$ cat src/rtl/rcc_pkg.sv
package rcc_pkg;

  typedef enum logic [1:0] {
    CMD_NONE  = 2'b00,
    CMD_SET   = 2'b01,
    CMD_EXEC  = 2'b10,
    CMD_STORE = 2'b11
  } cmd_e;

  typedef enum logic {
    ST_IDLE,
    ST_LOAD
  } ctl_e;

  typedef enum logic [1:0] {
    LD_IDLE,
    LD_WAIT,
    LD_SHIFT
  } ld_e;

  function automatic int addr_w(input int bits, input int ww);
    int n;
    n = (bits + ww - 1) / ww;
    return (n > 1) ? $clog2(n) : 1;
  endfunction

endpackage

$ cat src/rtl/rcc_loader.sv
module rcc_loader
  import rcc_pkg::*;
#(
  parameter int CFG_BITS = 36,
  parameter int WORD_W   = 8
) (
  input  logic                              clk,
  input  logic                              rst,
  input  logic                              start,
  output logic                              cache_req,
  output logic [addr_w(CFG_BITS,WORD_W)-1:0] cache_addr,
  input  logic                              cache_rvalid,
  input  logic [WORD_W-1:0]                 cache_rdata,
  output logic                              shift_en,
  output logic                              shift_bit,
  output logic                              done
);

  localparam int AW  = addr_w(CFG_BITS, WORD_W);
  localparam int BCW = $clog2(CFG_BITS);
  localparam int WCW = $clog2(WORD_W);
  localparam logic [BCW-1:0] LAST_BIT  = BCW'(CFG_BITS - 1);
  localparam logic [WCW-1:0] LAST_WBIT = WCW'(WORD_W - 1);

  ld_e              st;
  logic [WORD_W-1:0] sreg;
  logic [BCW-1:0]   bitcnt;
  logic [WCW-1:0]   wbit;
  logic [AW-1:0]    addr;
  logic             req_q;
  logic             done_q;

  always_ff @(posedge clk) begin
    if (rst) begin
      st     <= LD_IDLE;
      sreg   <= '0;
      bitcnt <= '0;
      wbit   <= '0;
      addr   <= '0;
      req_q  <= 1'b0;
      done_q <= 1'b0;
    end else begin
      req_q  <= 1'b0;
      done_q <= 1'b0;
      case (st)
        LD_IDLE: begin
          if (start) begin
            addr   <= '0;
            bitcnt <= '0;
            req_q  <= 1'b1;
            st     <= LD_WAIT;
          end
        end
        LD_WAIT: begin
          if (cache_rvalid) begin
            sreg <= cache_rdata;
            wbit <= '0;
            st   <= LD_SHIFT;
          end
        end
        LD_SHIFT: begin
          sreg   <= sreg >> 1;
          bitcnt <= bitcnt + 1'b1;
          wbit   <= wbit + 1'b1;
          if (bitcnt == LAST_BIT) begin
            done_q <= 1'b1;
            st     <= LD_IDLE;
          end else if (wbit == LAST_WBIT) begin
            addr  <= addr + 1'b1;
            req_q <= 1'b1;
            st    <= LD_WAIT;
          end
        end
        default: st <= LD_IDLE;
      endcase
    end
  end

  assign cache_req  = req_q;
  assign cache_addr = addr;
  assign shift_en   = (st == LD_SHIFT);
  assign shift_bit  = sreg[0];
  assign done       = done_q;

  assert_req_pulse_R3: assert property (@(posedge clk) disable iff (rst)
    cache_req |=> !cache_req);
  assert_req_not_shifting_R3: assert property (@(posedge clk) disable iff (rst)
    cache_req |-> !shift_en);
  assert_bit_range_R4: assert property (@(posedge clk) disable iff (rst)
    shift_en |-> (bitcnt <= LAST_BIT));
  assert_done_follows_shift_R5: assert property (@(posedge clk) disable iff (rst)
    done |-> $past(shift_en));

endmodule

$ cat src/rtl/rcc_timer.sv
module rcc_timer #(
  parameter int LAT = 3
) (
  input  logic clk,
  input  logic rst,
  input  logic load,
  output logic active
);

  localparam int CW = $clog2(LAT + 1);

  logic [CW-1:0] cnt;

  always_ff @(posedge clk) begin
    if (rst)            cnt <= '0;
    else if (load)      cnt <= CW'(LAT);
    else if (cnt != '0) cnt <= cnt - 1'b1;
  end

  assign active = (cnt != '0);

  assert_countdown_R7: assert property (@(posedge clk) disable iff (rst)
    (active && !load) |=> (cnt == $past(cnt) - 1'b1));
  assert_load_arms_R7: assert property (@(posedge clk) disable iff (rst)
    load |=> active);

endmodule

$ cat src/rtl/rcc_adapter.sv
module rcc_adapter #(
  parameter int DW = 8
) (
  input  logic          clk,
  input  logic          rst,
  input  logic          cap_ops,
  input  logic [DW-1:0] op1,
  input  logic [DW-1:0] op2,
  input  logic          cap_res,
  input  logic [DW-1:0] pads_out,
  output logic [2*DW-1:0] pads_in,
  output logic [DW-1:0] res
);

  always_ff @(posedge clk) begin
    if (rst) begin
      pads_in <= '0;
      res     <= '0;
    end else begin
      if (cap_ops) pads_in <= {op2, op1};
      if (cap_res) res     <= pads_out;
    end
  end

  assert_res_hold_R9: assert property (@(posedge clk) disable iff (rst)
    !cap_res |=> $stable(res));
  assert_pads_hold_R7: assert property (@(posedge clk) disable iff (rst)
    !cap_ops |=> $stable(pads_in));

endmodule

$ cat src/rtl/rfu_cfg_ctrl.sv
module rfu_cfg_ctrl
  import rcc_pkg::*;
#(
  parameter int CFG_BITS   = 36,
  parameter int CFG_WORD_W = 8,
  parameter int DATA_W     = 8,
  parameter int RES_LAT    = 3
) (
  input  logic                                     clk,
  input  logic                                     rst,
  input  logic                                     cmd_valid,
  input  logic [1:0]                               cmd_op,
  input  logic [DATA_W-1:0]                        cmd_op1,
  input  logic [DATA_W-1:0]                        cmd_op2,
  output logic                                     busy,
  output logic                                     cfg_valid,
  output logic                                     set_ack,
  output logic                                     op_ack,
  output logic                                     op_err,
  output logic                                     cache_req,
  output logic [addr_w(CFG_BITS,CFG_WORD_W)-1:0]   cache_addr,
  input  logic                                     cache_rvalid,
  input  logic [CFG_WORD_W-1:0]                    cache_rdata,
  output logic                                     cfg_shift_en,
  output logic                                     cfg_sout,
  output logic [2*DATA_W-1:0]                      pad_in,
  input  logic [DATA_W-1:0]                        pad_out,
  output logic [DATA_W-1:0]                        res
);

  ctl_e st;
  cmd_e op;
  logic accept, go_set, exec_ok, store_ok, bad_op;
  logic ld_done, tmr_active;
  logic valid_q, set_ack_q, op_ack_q, err_q;

  assign op       = cmd_e'(cmd_op);
  assign busy     = (st == ST_LOAD) || tmr_active;
  assign accept   = cmd_valid && !busy;
  assign go_set   = accept && (op == CMD_SET);
  assign exec_ok  = accept && (op == CMD_EXEC)  && valid_q;
  assign store_ok = accept && (op == CMD_STORE) && valid_q;
  assign bad_op   = accept && ((op == CMD_EXEC) || (op == CMD_STORE)) && !valid_q;

  always_ff @(posedge clk) begin
    if (rst) begin
      st        <= ST_IDLE;
      valid_q   <= 1'b0;
      set_ack_q <= 1'b0;
      op_ack_q  <= 1'b0;
      err_q     <= 1'b0;
    end else begin
      set_ack_q <= 1'b0;
      op_ack_q  <= exec_ok || store_ok;
      err_q     <= bad_op;
      case (st)
        ST_IDLE: begin
          if (go_set) begin
            st      <= ST_LOAD;
            valid_q <= 1'b0;
          end
        end
        ST_LOAD: begin
          if (ld_done) begin
            st        <= ST_IDLE;
            valid_q   <= 1'b1;
            set_ack_q <= 1'b1;
          end
        end
        default: st <= ST_IDLE;
      endcase
    end
  end

  rcc_loader #(.CFG_BITS(CFG_BITS), .WORD_W(CFG_WORD_W)) u_loader (
    .clk          (clk),
    .rst          (rst),
    .start        (go_set),
    .cache_req    (cache_req),
    .cache_addr   (cache_addr),
    .cache_rvalid (cache_rvalid),
    .cache_rdata  (cache_rdata),
    .shift_en     (cfg_shift_en),
    .shift_bit    (cfg_sout),
    .done         (ld_done)
  );

  rcc_timer #(.LAT(RES_LAT)) u_timer (
    .clk    (clk),
    .rst    (rst),
    .load   (exec_ok),
    .active (tmr_active)
  );

  rcc_adapter #(.DW(DATA_W)) u_adapter (
    .clk      (clk),
    .rst      (rst),
    .cap_ops  (exec_ok),
    .op1      (cmd_op1),
    .op2      (cmd_op2),
    .cap_res  (store_ok),
    .pads_out (pad_out),
    .pads_in  (pad_in),
    .res      (res)
  );

  assign cfg_valid = valid_q;
  assign set_ack   = set_ack_q;
  assign op_ack    = op_ack_q;
  assign op_err    = err_q;

  assert_ack_with_valid_R5: assert property (@(posedge clk) disable iff (rst)
    set_ack |-> cfg_valid);
  assert_valid_rise_acked_R5: assert property (@(posedge clk) disable iff (rst)
    $rose(cfg_valid) |-> set_ack);
  assert_shift_only_busy_R6: assert property (@(posedge clk) disable iff (rst)
    cfg_shift_en |-> busy);
  assert_err_keeps_res_R9: assert property (@(posedge clk) disable iff (rst)
    op_err |-> $stable(res));
  assert_err_unconfigured_R9: assert property (@(posedge clk) disable iff (rst)
    op_err |-> (!cfg_valid && !op_ack));

endmodule

$ cat config.mk
export PLATFORM = sky130hd
export DESIGN_NAME = rfu_cfg_ctrl
export DESIGN_NICKNAME = d
export VERILOG_FILES = /design/src/rtl/rcc_pkg.sv /design/src/rtl/rcc_loader.sv /design/src/rtl/rcc_timer.sv /design/src/rtl/rcc_adapter.sv /design/src/rtl/rfu_cfg_ctrl.sv
export SDC_FILE = /design/constraint.sdc
export NUM_CORES = 1
export LEC_CHECK = 0
export BUFFER_PORTS_ARGS = -buffer_cell sky130_fd_sc_hd__buf_2
export CAP_MARGIN = 10
export CELL_PAD_IN_SITES_DETAIL_PLACEMENT = 1
export CELL_PAD_IN_SITES_GLOBAL_PLACEMENT = 1
export CORE_MARGIN = 3
export CORE_UTILIZATION = 36
export DETAILED_ROUTE_END_ITERATION = 10
export PLACE_DENSITY_LB_ADDON = 0.1
export SYNTH_ARGS = -nofsm -noshare
export SYNTH_HDL_FRONTEND = slang
export SYNTH_SLANG_ARGS = --single-unit
export TNS_END_PERCENT = 50
$ cat constraint.sdc
create_clock -name clk -period 2.2 [get_ports clk]
set_input_delay 0.22 -clock clk [delete_from_list [all_inputs] [get_ports clk]]
set_output_delay 0.22 -clock clk [all_outputs]
set_load 0.05 [all_outputs]
### Word-level counts from Yosys, hierarchy flattened

Cells that the tools add are included.

* input port bits: 38
* register bits: 55

* reductions and logical operators: 25
* add/sub/neg operators: 4
* multiplexer cells: 28
* equality and inequality tests: 14
* bitwise gates (word level): 2

Operators by type and width (count)
* case mux 8 bit (2 select lines): 1
* two-way mux 2 bit: 6
* two-way mux 3 bit: 4
* case mux 3 bit (2 select lines): 2
* case mux 6 bit (2 select lines): 1
* logical AND 1 bit: 8
* two-way mux 1 bit: 8
* two-way mux 8 bit: 1
* != test 2 bit, second input constant: 4
* nonzero test 2 bit: 4
* adder 3 x 1 -> 3 bit, second input constant: 2
* adder 6 x 1 -> 6 bit, second input constant: 1
* == test 2 bit, second input constant: 3
* == test 6 bit, second input constant: 1
* two-way mux 6 bit: 1
* case mux 1 bit (2 select lines): 3
* case mux 2 bit (3 select lines): 1
* AND reduction 2 bit: 3
* == test 2 x 1 -> 1 bit, second input constant: 2
* != test 2 x 1 -> 1 bit, second input constant: 2
* AND reduction 4 bit: 1
* OR reduction 2 bit: 2
* == test 3 bit, second input constant: 1
* logical OR 1 bit: 3
* 6 further kinds: 8

### Depth between registers and ports, before layout

* depth in word-level cells: 7
* gate-level depth with buffers: 9
* depth with buffers taken out: 6

### By module

A second synthesis with hierarchy kept.

* cells, all modules: 241
* area total of the unflattened synthesis: 2235.9 um^2

By module, submodules not included
* rcc_loader: area each 1084.8 um^2, cells each 132, times used 1
* rcc_adapter: area each 858.3 um^2, cells each 77, times used 1
* rfu_cfg_ctrl: area each 192.7 um^2, cells each 21, times used 1
* rcc_timer: area each 100.1 um^2, cells each 11, times used 1

### Least setup slack after synthesis

No wires, ideal clock.

* path kind: register -> register
* start point: reg u_timer.cnt[0]
* end point: reg u_adapter.pads_in[10]
* arrival time: 1.438 ns
* buffers on the path: 3
* setup slack: 0.630 ns
* clock period less this slack: 1.570 ns
* cell stages (with the launch flop): 10
* setup time: 0.132 ns
* cells stage by stage: dfxtp_1 inv_1 ha_1 and3b_1 buf_6 and4b_1 buf_4 buf_6 nand2_1 a21oi_1

* cells in the longest elaborated chain, start to end: 6

RTL lines
* from (decl): RTL line rcc_timer.sv:12 `logic [CW-1:0] cnt;`
* from (signal assigned): RTL line rcc_timer.sv:16 `else if (load) cnt <= CW'(LAT);`
* from (signal assigned): RTL line rcc_timer.sv:17 `else if (cnt != '0) cnt <= cnt - 1'b1;`
* nonzero test 2 bit: RTL line rcc_timer.sv:20 `assign active = (cnt != '0);`
* logical OR 1 bit: RTL line rfu_cfg_ctrl.sv:38 `assign busy = (st == ST_LOAD) || tmr_active;`
* zero test 1 bit: RTL line rfu_cfg_ctrl.sv:39 `assign accept = cmd_valid && !busy;`
* logical AND 1 bit: RTL line rfu_cfg_ctrl.sv:39
* logical AND 1 bit (2 in a row): RTL line rfu_cfg_ctrl.sv:41 `assign exec_ok = accept && (op == CMD_EXEC) && valid_q;`
* to (signal assigned): RTL line rcc_adapter.sv:20 `if (cap_ops) pads_in <= {op2, op1};`
* to (decl): RTL line rcc_adapter.sv:11 `output logic [2*DW-1:0] pads_in,`

Every way passes these cells.
A chain may end at the register's enable or synchronous reset.

### Final worst setup path

* start point: reg u_loader.st[0]
* end point: out cfg_shift_en

* cells in the longest elaborated chain, start to end: 1

RTL lines
* from (decl): RTL line rcc_loader.sv:25 `ld_e st;`
* from (signal assigned): RTL line rcc_loader.sv:35 `st <= LD_IDLE;`
* from (signal assigned): RTL line rcc_loader.sv:51 `st <= LD_WAIT;`
* from (signal assigned): RTL line rcc_loader.sv:58 `st <= LD_SHIFT;`
* == test 2 bit: RTL line rcc_loader.sv:81 `assign shift_en = (st == LD_SHIFT);`
* to (decl): RTL line rfu_cfg_ctrl.sv:24 `output logic cfg_shift_en,`

Every way passes these cells.

==> flow_metrics.env <==
export IMPL_run_status="complete, no violations"
export IMPL_dp_hpwl_mm=4.14
export IMPL_area_growth_pct=24.2
export IMPL_drt_first_iter_violations=47
export IMPL_grt_setup_unrepaired="no"
export IMPL_r2r_end="u_loader.bitcnt[5]"
export IMPL_yosys_mux_area_fraction_pct=0.960
export IMPL_std_cell_rows=27
export IMPL_drtPass1Iterations=4
export IMPL_cp_required_ps=1980
export IMPL_tightest_slew_ps=521
export IMPL_clockBufferDepth=2
export IMPL_synth_edff_count=0
export IMPL_ys_seq_area_share_pct=49.7
export IMPL_fmax_ghz=0.524
export IMPL_ys_flop_type="dfxtp_1"
export IMPL_synth_cell_types=40
export IMPL_crit_type="reg -> out"
export IMPL_fillerInstances=742
export IMPL_syn_area_um2=2210
export IMPL_clock_latency_ps=300
export IMPL_syn_area_per_cell_um2=8.45
export IMPL_place_gp_congestion=0.723
export IMPL_r2r_setup_slack_ps=380
export IMPL_cts_sinks=55
export IMPL_synthTopCellsByArea="dfxtp_1 (50%), nand2_1 (12%), a21oi_1 (8.6%)"
export IMPL_clkTransAtPathRegs_ps=100
export IMPL_worstRegToRegCells=6
export IMPL_htreeDepth=2
export IMPL_fin_setup_tns_ps=0
export IMPL_peakVddDrop_v=0.000305
export IMPL_synth_compound_area_share_pct=16.4
export IMPL_cts_hold_buffers=0
export IMPL_synthXorXnorAreaFrac_pct=0.395
export IMPL_io_buffers=72
export IMPL_gr_usage_all_layers_pct=15.5
export IMPL_p_sw_uw=564
export IMPL_vias=2036
export IMPL_coreArea_um2=5740
export IMPL_seqPwrFrac_pct=53.0
export IMPL_place_area_um2=2660
export IMPL_start_util_pct=38.6
export IMPL_swShare_pct=28.4
export IMPL_slew_headroom_pct=64.9
export IMPL_seq_area_um2=1100
export IMPL_dieArea_um2=7130
export IMPL_yosys_top_cells_count="nand2_1 (68), dfxtp_1 (55), a21oi_1 (38)"
export IMPL_cts_tree="yes"
export IMPL_startpoint_type="register"
export IMPL_yosys_warnings=0
export IMPL_nNetsFinal=379
export IMPL_clock_tree_root_cell="clkbuf_8"
export IMPL_async_flop_share_pct=0
export IMPL_pwr_density_cell_nw_per_um2=722
export IMPL_grt_max_degree=25
export IMPL_cap_violations=0
export IMPL_min_period_over_period_pct=86.8
export IMPL_grt_first_pass_wirelength_mm=9.20
export IMPL_yosysMostFrequentCell="nand2_1"
export IMPL_leakage_uw=0.00119
export IMPL_drc=0
export IMPL_synth_top_family_by_area="simple AND/OR/NAND/NOR gates"
export IMPL_cp_end_kind="output port"
export IMPL_hold_path_class="in -> reg"
export IMPL_wl_mm=5.53
export IMPL_maxSlewViolCount=0
export IMPL_synth_top_area_cell="dfxtp_1"
export IMPL_yosys_area_share_simple_pct=25.0
export IMPL_ys_ff_latch=55
export IMPL_clockPowerShare_pct=29.5
export IMPL_cts_buffers=5
export IMPL_period_minus_slack_ps=1910
export IMPL_antenna_left=0
export IMPL_min_from="pad_out[6]"
export IMPL_drive_above_1_share_pct=27.3
export IMPL_synthCells=262
export IMPL_internal_power_uw=1420
export IMPL_synth_adder_area_share_pct=2.82
export IMPL_wl_per_cell_um=13.5
export IMPL_worstHoldEndpoint="u_adapter.res[6]"
export IMPL_multi_input_area_um2=1010
export IMPL_finalSetupViolations=0
export IMPL_critical_path_max_fanout=10
export IMPL_vias_per_cell=4.98
export IMPL_hold_viol_final=0
export IMPL_combPwrFrac_pct=17.5
export IMPL_finalClockSkew_ps=7.24
export IMPL_diodes=0
export IMPL_die_height_um=84.4
export IMPL_postCtsResizedCells=0
export IMPL_r2r_start="u_timer.cnt[0]"
export IMPL_grt_antenna_before_repair=0
export IMPL_die_w_um=84.4
export IMPL_post_cts_buffers=0
export IMPL_synth_top_area_share_pct=49.7
export IMPL_grt_pass1_vias=2028
export IMPL_hold_depth=3
export IMPL_stdcell_area_um2=2750
export IMPL_grt_overflow=0
export IMPL_p_total_uw=1990
export IMPL_pin_count=73
export IMPL_syn_num_nets=305
export IMPL_worstPathArrival_ps=1690
==> power by group through the flow <==
stage / logic (µW) / clock network [µW] / registers (µW)
floorplan: 247 / 0 / 1090
global placement: 337 / 0 / 1070
detailed placement: 353 / 0 / 1080
CTS: 353 / 615 / 1050
global route: 383 / 659 / 1060
finish: 348 / 586 / 1050
==> worst max-delay path by stage <==
stage	from	end	slack (ps)	depth (start not counted)
4_1_cts	u_loader.st[0]	cfg_shift_en	250	4
3_3_place_gp	u_timer.cnt[0]	u_loader.bitcnt[4]	490	6
2_1_floorplan	u_timer.cnt[0]	u_adapter.pads_in[10]	630	9
5_1_grt	u_loader.st[0]	cfg_shift_en	170	4
3_5_place_dp	u_timer.cnt[1]	u_loader.bitcnt[4]	420	6
6_report	u_loader.st[0]	cfg_shift_en	290	4
==> routing by layer <==
layer,routed length [µm],global-route usage (%),vias up
met5,0,0,-
met4,54,3.88,0
met3,274,3.43,6
met2,2630,27.6,42
met1,2570,18.8,945
li1,-,-,1043
==> cell families after synthesis <==
kind of cell             count (synthesis)
flip-flops                              55
buffers and inverters                   21
adder cells (fa/ha/maj)                  5
multiplexers                             2
XOR/XNOR                                 1
AND/OR/NAND/NOR                        119
AO/OA/AOI/OAI                           59
==> worst max-delay path, stage by stage (launching register included) <==
cell,delay (ps)
dfxtp_1,390
nand2b_1,350
inv_2,180
buf_4,190
buf_2,280
==> cell type report <==
type,instances,area share [%]
Sequential cell,55,40.0
Multi-Input combinational cell,186,36.7
Timing Repair Buffer,81,15.6
Tap cell,72,3.28
Clock buffer,7,3.14
Inverter,7,0.955
Clock inverter,1,0.318
==> through the flow <==
stage	hold slack, ps	instances	utilization (%)	setup slack (ps)
finish	138	409	47.9	290
floorplan	356	262	-	630
CTS	124	409	47.9	254
global placement	441	401	46.2	488
global route	130	409	47.9	171
detailed placement	447	401	46.2	415
==> cells in the final DEF, fill, tap and decap left out, types with 2 or more instances in the layout <==
cell and n:
a21oi_1 38, a22oi_1 3, a311oi_1 9, and3_1 3
and4_1 2, buf_2 72, buf_4 9, clkbuf_8 6
dfxtp_1 55, ha_1 5, inv_1 6, nand2_1 68
nand2b_1 5, nand3_1 4, nand3b_1 2, nand4_1 2
nor2_1 18, o21ai_0 4, or3_1 5
==> registers in the layout, summed over array words and instances (netlist names) <==
name and count:
u_loader.done 1, u_loader.bitcnt 6, u_adapter.res 8, op_ack 1, set_ack 1, u_loader.cache_addr 3
u_loader.cache_req 1, u_adapter.pads_in 16, u_loader.sreg 8, op_err 1, u_loader.st 2, cfg_valid 1
u_loader.wbit 3, u_timer.cnt 2, st 1
No activity file was read; power rests on OpenSTA's default activity.
